File: src/rtl/sensor_fmt_pkg.sv
package sensor_fmt_pkg;
  localparam int SAMPLE_W = 10;
  localparam int AVG_LOG2 = 2;
  localparam int BYTE_W   = 8;

  localparam logic [7:0] ADDR_RES_LO = 8'h00;
  localparam logic [7:0] ADDR_RES_HI = 8'h01;
  localparam logic [7:0] ADDR_CTRL   = 8'h02;
  localparam logic [7:0] ADDR_OFFS_H = 8'h03;
  localparam logic [7:0] ADDR_OFFS_L = 8'h04;
  localparam logic [7:0] ADDR_RSV_LO = 8'h05;
  localparam logic [7:0] ADDR_RSV_HI = 8'h07;
  localparam logic [7:0] ADDR_SENS   = 8'h0B;

  typedef struct packed {
    logic hold;
    logic invert;
    logic slow;
  } fmt_strobe_t;
endpackage

File: src/rtl/sensor_fmt_datapath.sv
module sensor_fmt_datapath
  import sensor_fmt_pkg::*;
#(
  parameter int W = SAMPLE_W,
  parameter int AVG_BITS = AVG_LOG2
) (
  input  logic        clk,
  input  logic        rstN,
  input  fmt_strobe_t stb,
  input  logic        sampleValid,
  input  logic [W-1:0] sampleData,
  output logic [W-1:0] resultQ,
  output logic        parityQ
);
  localparam int ACC_W = W + AVG_BITS;
  localparam logic [AVG_BITS-1:0] CNT_LAST = '1;

  logic [ACC_W-1:0]    accQ;
  logic [AVG_BITS-1:0] cntQ;
  logic [ACC_W-1:0]    sumNext;
  logic [W-1:0]        picked;
  logic [W-1:0]        shaped;

  always_comb begin
    sumNext = accQ + ACC_W'(sampleData);
    picked  = stb.slow ? sumNext[ACC_W-1:AVG_BITS] : sampleData;
    shaped  = stb.invert ? ~picked : picked;
  end

  always_ff @(posedge clk or negedge rstN) begin
    if (!rstN) begin
      resultQ <= '0;
      parityQ <= 1'b0;
      accQ    <= '0;
      cntQ    <= '0;
    end else if (stb.hold) begin
      accQ <= '0;
      cntQ <= '0;
    end else if (sampleValid) begin
      if (!stb.slow || cntQ == CNT_LAST) begin
        resultQ <= shaped;
        parityQ <= ^shaped;
        accQ    <= '0;
        cntQ    <= '0;
      end else begin
        accQ <= sumNext;
        cntQ <= cntQ + 1'b1;
      end
    end
  end

  // in fast mode with no inversion, the next result is the sample just taken
  p_fast_pass_r6: assert property (@(posedge clk) disable iff (!rstN)
    (sampleValid && !stb.hold && !stb.slow && !stb.invert) |=> (resultQ == $past(sampleData)));
  // power-down freezes the result
  p_pd_hold_r9: assert property (@(posedge clk) disable iff (!rstN)
    stb.hold |=> $stable(resultQ));
  // the stored parity always matches the stored result
  p_parity_even_r3: assert property (@(posedge clk) disable iff (!rstN)
    (^{resultQ, parityQ}) == 1'b0);
  // in slow mode the result only moves on the last sample of a group
  p_slow_group_r7: assert property (@(posedge clk) disable iff (!rstN)
    (sampleValid && !stb.hold && stb.slow && cntQ != CNT_LAST) |=> $stable(resultQ));
endmodule

File: src/rtl/sensor_fmt_ctrl.sv
module sensor_fmt_ctrl
  import sensor_fmt_pkg::*;
#(
  parameter int W = SAMPLE_W
) (
  input  logic        clk,
  input  logic        rstN,
  input  logic [7:0]  regAddr,
  input  logic        regWrEn,
  input  logic [7:0]  regWrData,
  input  logic        regRdEn,
  input  logic        compDone,
  input  logic [W-1:0] resultQ,
  input  logic        parityQ,
  output logic [7:0]  regRdData,
  output logic        addrHit,
  output fmt_strobe_t stb,
  output logic [2:0]  ctrlQ,
  output logic [W-1:0] offsQ,
  output logic [1:0]  sensQ
);
  localparam int HI_BITS = W - BYTE_W;

  logic [7:0] shadowQ;
  logic       armedQ;
  logic [7:0] upperLive;
  logic [7:0] rdMux;
  logic       statusFlag;

  assign stb.hold   = ctrlQ[0];
  assign stb.invert = ctrlQ[1];
  assign stb.slow   = ctrlQ[2];

  always_comb begin
    statusFlag = compDone & ~ctrlQ[0];
    upperLive  = {4'b0, statusFlag, parityQ, resultQ[W-1 -: HI_BITS]};
    addrHit    = (regAddr <= ADDR_RSV_HI) || (regAddr == ADDR_SENS);
    case (regAddr)
      ADDR_RES_LO: rdMux = resultQ[BYTE_W-1:0];
      ADDR_RES_HI: rdMux = armedQ ? shadowQ : upperLive;
      ADDR_CTRL:   rdMux = {5'b0, ctrlQ};
      ADDR_OFFS_H: rdMux = offsQ[W-1:2];
      ADDR_OFFS_L: rdMux = {6'b0, offsQ[1:0]};
      ADDR_SENS:   rdMux = {6'b0, sensQ};
      default:     rdMux = 8'h00;
    endcase
  end

  always_ff @(posedge clk or negedge rstN) begin
    if (!rstN) begin
      ctrlQ     <= '0;
      offsQ     <= '0;
      sensQ     <= '0;
      shadowQ   <= '0;
      armedQ    <= 1'b0;
      regRdData <= '0;
    end else begin
      if (regWrEn) begin
        case (regAddr)
          ADDR_CTRL:   ctrlQ <= regWrData[2:0];
          ADDR_OFFS_H: offsQ[W-1:2] <= regWrData;
          ADDR_OFFS_L: offsQ[1:0] <= regWrData[1:0];
          ADDR_SENS:   sensQ <= regWrData[1:0];
          default: ;
        endcase
      end
      if (regRdEn) begin
        regRdData <= rdMux;
        armedQ    <= (regAddr == ADDR_RES_LO);
        if (regAddr == ADDR_RES_LO) shadowQ <= upperLive;
      end
    end
  end

  // a control write lands in the control bits at its edge
  p_ctrl_write_r5: assert property (@(posedge clk) disable iff (!rstN)
    (regWrEn && regAddr == ADDR_CTRL) |=> (ctrlQ == $past(regWrData[2:0])));
  // the captured upper byte only moves on a low-byte read
  p_shadow_hold_r12: assert property (@(posedge clk) disable iff (!rstN)
    !(regRdEn && regAddr == ADDR_RES_LO) |=> $stable(shadowQ));
  // read data holds between reads
  p_rd_hold_r13: assert property (@(posedge clk) disable iff (!rstN)
    !regRdEn |=> $stable(regRdData));
endmodule

File: src/rtl/sensor_fmt_regs.sv
module sensor_fmt_regs
  import sensor_fmt_pkg::*;
#(
  parameter int W = SAMPLE_W
) (
  input  logic         clk,
  input  logic         rstN,
  input  logic         sampleValid,
  input  logic [W-1:0] sampleData,
  input  logic         compDone,
  input  logic [7:0]   regAddr,
  input  logic         regWrEn,
  input  logic [7:0]   regWrData,
  input  logic         regRdEn,
  output logic [7:0]   regRdData,
  output logic         addrHit,
  output logic         pwrDown,
  output logic         polarityRev,
  output logic         slowMode,
  output logic [W-1:0] offsetVal,
  output logic [1:0]   sensCode
);
  fmt_strobe_t  stb;
  logic [W-1:0] resultQ;
  logic         parityQ;
  logic [2:0]   ctrlQ;

  sensor_fmt_ctrl #(.W(W)) uCtrl (
    .clk(clk), .rstN(rstN), .regAddr(regAddr), .regWrEn(regWrEn),
    .regWrData(regWrData), .regRdEn(regRdEn), .compDone(compDone),
    .resultQ(resultQ), .parityQ(parityQ), .regRdData(regRdData),
    .addrHit(addrHit), .stb(stb), .ctrlQ(ctrlQ), .offsQ(offsetVal),
    .sensQ(sensCode)
  );

  sensor_fmt_datapath #(.W(W), .AVG_BITS(AVG_LOG2)) uData (
    .clk(clk), .rstN(rstN), .stb(stb), .sampleValid(sampleValid),
    .sampleData(sampleData), .resultQ(resultQ), .parityQ(parityQ)
  );

  assign pwrDown     = ctrlQ[0];
  assign polarityRev = ctrlQ[1];
  assign slowMode    = ctrlQ[2];
endmodule

File: config.mk
export PLATFORM = sky130hd
export DESIGN_NAME = sensor_fmt_regs
export DESIGN_NICKNAME = d
export VERILOG_FILES = /design/src/rtl/sensor_fmt_pkg.sv /design/src/rtl/sensor_fmt_datapath.sv /design/src/rtl/sensor_fmt_ctrl.sv /design/src/rtl/sensor_fmt_regs.sv
export SDC_FILE = /design/constraint.sdc
export NUM_CORES = 1
export LEC_CHECK = 0
export ABC_AREA = 1
export BUFFER_PORTS_ARGS = -buffer_cell sky130_fd_sc_hd__buf_2
export CAP_MARGIN = 20
export CORE_UTILIZATION = 46
export CTS_CLUSTER_SIZE = 28
export DETAILED_ROUTE_END_ITERATION = 6
export GPL_ROUTABILITY_DRIVEN = 0
export PLACE_DENSITY_LB_ADDON = 0.15
export SETUP_SLACK_MARGIN = 0.4
export SLEW_MARGIN = 20
export SYNTH_ARGS = -nofsm -noshare
export SYNTH_HDL_FRONTEND = slang
export SYNTH_SLANG_ARGS = --single-unit
File: constraint.sdc
create_clock -name clk -period 6.34 [get_ports clk]
set_input_delay 1.268 -clock clk [delete_from_list [all_inputs] [get_ports clk]]
set_output_delay 1.268 -clock clk [all_outputs]
set_load 0.02 [all_outputs]
Word level (Yosys, flattened, before mapping)
Index checks and enable logic that the tools add are counted.
{"block": "totals", "regBits": 53, "latch_bits": 0, "ramBits": 0, "mem_bits_ro": 0, "out_inout_bits": 24, "elab_cells": 45, "n_memories": 0}
{"block": "classes", "addsub": 2, "n_mul": 0, "div_mod_pow": 0, "n_lt_le_gt_ge": 1, "eq_ne": 6, "n_shift": 0, "n_mux": 10, "n_bitwise": 3, "reduce_logical": 12}
{"cell": "$pmux 8 s6", "count": 1}
{"cell": "$mux 12", "count": 3}
{"cell": "$mux 10", "count": 2}
{"cell": "$eq 8x2->1 const B", "count": 2}
{"cell": "$add 12x10->12", "count": 1}
{"cell": "$not 10->10", "count": 1}
{"cell": "$reduce_and 2->1", "count": 5}
{"cell": "$reduce_xor 10->1", "count": 1}
{"cell": "$eq 8x1->1 const B", "count": 1}
{"cell": "$eq 8x3->1 const B", "count": 1}
{"cell": "$eq 8x4->1 const B", "count": 1}
{"cell": "$le 8x3->1 const B", "count": 1}
{"cell": "$logic_not 8->1", "count": 1}
{"cell": "$mux 2", "count": 3}
{"cell": "$mux 4", "count": 1}
{"cell": "$reduce_and 3->1", "count": 1}
{"cell": "$add 2x1->2 const B", "count": 1}
{"cell": "$eq 2x2->1 const B", "count": 1}
{"cell": "$logic_or 1x1->1", "count": 2}
{"cell": "$reduce_bool 2->1", "count": 1}
{"cell": "$and 1x1->1", "count": 1}
{"cell": "$logic_not 1->1", "count": 1}
{"cell": "$not 1->1", "count": 1}

Depth between registers and ports, before layout
{"block": "depth", "word_depth": 5, "ltp_mapped": 19}

Modules after synthesis
A second synthesis with hierarchy kept.
{"block": "hier_totals", "cells_unflattened": 540, "area_unflattened_um2": 3857.4}
{"mod": "sensor_fmt_datapath", "n_inst": 1, "cells_per_inst": 345, "area_per_inst_um2": 2306.0}
{"mod": "sensor_fmt_ctrl", "n_inst": 1, "cells_per_inst": 195, "area_per_inst_um2": 1551.5}

Least setup slack after synthesis
Ideal clock, no wire load.
{"block": "synth_timing", "kind": "input -> output", "start": "input regAddr[4]", "end": "output addrHit", "arrival_time_ps": 2088, "required_time_ps": 5072, "path_slack_ps": 2984, "path_stages": 5, "path_buffers": 0, "path_cell_list": "nor2_1 > nand2_1 > nor4_1 > inv_1 > o21ai_0"}
{"block": "synth_between", "elab_chain_len": 2, "word_cells_on_any_way": 3}
{"element": "start: declaration", "line": "sensor_fmt_regs.sv:11", "rtl": "input logic [7:0] regAddr,"}
{"element": "$le 8x3->1 or $eq 8x4->1 (tied branches)", "line": "sensor_fmt_ctrl.sv:37", "rtl": "addrHit = (regAddr <= ADDR_RSV_HI) || (regAddr == ADDR_SENS);"}
{"element": "$logic_or 1x1->1 *", "line": "sensor_fmt_ctrl.sv:37"}
{"element": "end: declaration", "line": "sensor_fmt_regs.sv:16", "rtl": "output logic addrHit,"}
Mark *: on every way between the ends. The rest lies on a longest branch, timed or not.

Worst setup path in the final report
Same ends and word-level chain as after synthesis.

==> metrics <==
status=finished, final reports clean; Max H-tree Level=2; WHS Path Cells=2; crit end category=primary output; post-synthesis sequential area ratio=0.368; post-route ant nets=0; synthesized flop and latch total=53; power after layout=0.000714 W; Setup TNS=0 ns; fin crit share=0.575; CTS tree=done; flop2flop setup slack=3.65 ns; Non-Filler Instances=646; worst vdd ir=0.0686 mV; number of post-CTS setup repair buffers=0; Synth Cell Area=3600 sq um; CTS Hold Bufs=0; Worst Clk Skew=0.0134 ns; asr flop ratio synth=1.00; clock transition at the registers of the reported paths=0.10 ns; cells after synthesis=496; port bufs=55; # Max-Cap Violations=0; vias in the first global route=3,121; Yosys top cell by area=dfrtp_1; cell area after layout=4020 sq um; # setup viols final=0; Hold WC Path Type=flop to flop; R2R Path End=uData.cntQ[0]; syn_nets=540; core area=7410 sq um; Max Transition Viols Final=0; vias=3,322; pwr/cell area=178 nW/um^2; Clock Tree Buf Depth=2; synth top area cells=dfrtp_1 (37%), nand2_1 (17%), nand3_1 (6.3%); All-Layer GR Usage=0.218; placed cells=638; DRT Pass-1 Iters=4; CP required=5.07 ns; CP Class=input port to primary output; Die W=90.5 um; Starting Density=0.486; Netlist cell types=39; worst slew pin tran=1.02 ns; vias per std cell=5.14; I/O pin count=56; GR Overflow Total=0; chip height=90.5 um; antenna violations before repair=0; # rows=31; relative slew slack=0.318; largest net degree at the start of global routing=54; die area=8180 sq um; CTS resizes=0; Max Clk Rate=274 MHz; Final #Nets=590; Routed wire per std cell=13.1 um; top-area cell type share of the netlist area=0.368; number of cells on the worst reg-to-reg path=6; Clock Latency Late Sink=0.32 ns; EDFF count, synth=0; cts bufs inserted=5; P_leak=2.14 nW; DP Area=3930 sq um; top-count cell post-synth=nand2_1; worst-path fanout max=4; Layout area overhead=11.7%; Worst Hold End=uCtrl.regRdData[1]; share of layout cells above drive strength 1=0.208; RSZ-0062 raised after global routing=false; drt drc=0; RR Startpoint=uCtrl.ctrlQ[2]; iteration-0 DRC count of the detailed router=154; Post-Route WL=8480 um; Post-synth top cells=nand2_1 (161), inv_1 (54), dfrtp_1 (53), nand3_1 (45), o21ai_0 (32); Synth Area per Inst=7.26 sq um; Hold Fails Final Rpt=0; crit path launch type=input port; synth warn=0; detailed placement HPWL=6660 um; WHS=0.489 ns; first-pass GRT wire length=14,500 um; CTS Sinks=53; Root Buffer=clkbuf_8; Worst EP arrival=2.38 ns; ys flop type=dfrtp_1; # diodes=0; Worst Min Path Start=uCtrl.regRdData[1]; minimum clock period=3.65 ns
-- final cells by class --
type / count / area (sq um)
fill: 743 / 3390
multi-input combinational: 369 / 1960
sequential: 53 / 1330
timing repair buffer: 56 / 283
inverter: 61 / 229
tap: 99 / 124
clock buffer: 5 / 68.8
clock inverter: 3 / 26.3
-- worst max-delay path by stage --
stage / startpoint / end / slack, ns / depth (start not counted)
after floorplan: regAddr[4] / addrHit / 2.98 / 5
after global placement: regAddr[4] / addrHit / 2.80 / 7
after detailed placement: regAddr[4] / addrHit / 2.68 / 7
after CTS: regAddr[4] / addrHit / 2.68 / 7
after global routing: regAddr[4] / addrHit / 2.55 / 7
final: regAddr[4] / addrHit / 2.69 / 7
-- kinds of logic (layout without fill, tap and decap cells) --
logic type	count (synthesis)	after routing	share of synthesized area
AND/OR/NAND/NOR	284	284	0.366
buffers and inverters	74	125	0.0872
AO/OA/AOI/OAI	69	69	0.124
flip-flops	53	53	0.368
adder cells (fa/ha/maj)	12	12	0.0438
XOR/XNOR	3	3	0.00730
multiplexers	1	1	0.00313
-- power breakdown --
group / switching, W / internal (W) / total, W
sequential: 0.0000153 / 0.000355 / 0.000371
clock: 0.000127 / 0.0000807 / 0.000207
combinational: 0.0000881 / 0.0000477 / 0.000136
-- registers in the layout (all words and copies together), names as in the netlist --
| signal | count |
|---|---|
| uCtrl.ctrlQ | 3 |
| uCtrl.offsQ | 10 |
| uData.cntQ | 2 |
| uData.parityQ | 1 |
| uData.resultQ | 10 |
| uCtrl.shadowQ | 4 |
| uData.accQ | 12 |
| uCtrl.regRdData | 8 |
| uCtrl.sensQ | 2 |
| uCtrl.armedQ | 1 |
-- placed cells by master (no fill, tap or decap), types with 2 or more instances in the layout --
cell / netlist / final
inv_1: 54 / 54
nand4_1: 7 / 7
ha_1: 11 / 11
clkbuf_8: 1 / 5
o21ai_0: 32 / 32
o2bb2ai_1: 2 / 2
a21oi_1: 7 / 7
buf_2: 3 / 55
nand3_2: 13 / 13
nand2_1: 161 / 161
dfrtp_1: 53 / 53
or2_2: 8 / 8
nor3_1: 4 / 3
o211ai_1: 5 / 5
inv_2: 7 / 7
a22o_1: 8 / 8
a32o_1: 6 / 6
nand2_4: 2 / 2
nor2_1: 27 / 27
nand3_1: 45 / 45
xor2_1: 3 / 3
a21oi_2: 2 / 2
a31oi_1: 2 / 2
nand2_2: 13 / 13
clkinvlp_4: 0 / 2
-- worst max-delay path: stages --
cell and delay [ns]:
buf_2 0.10, nor2_1 0.09, nand2_1 0.08, nor4_1 0.48, inv_1 0.10, o21ai_0 0.09, buf_2 0.18
-- metrics by stage --
step	util	setup slack (ns)
floorplan	-	2.98
global placement	0.530	2.80
detailed placement	0.530	2.68
CTS	0.543	2.68
global route	0.543	2.55
finish	0.543	2.69
-- layer usage --
| metal | wire [um] | track usage |
|---|---|---|
| met4 | 95 | 0.0484 |
| met2 | 4060 | 0.374 |
| met3 | 241 | 0.0379 |
| met5 | 0 | 0 |
| met1 | 4080 | 0.288 |
Note: power is estimated with default switching activity, not from simulation.
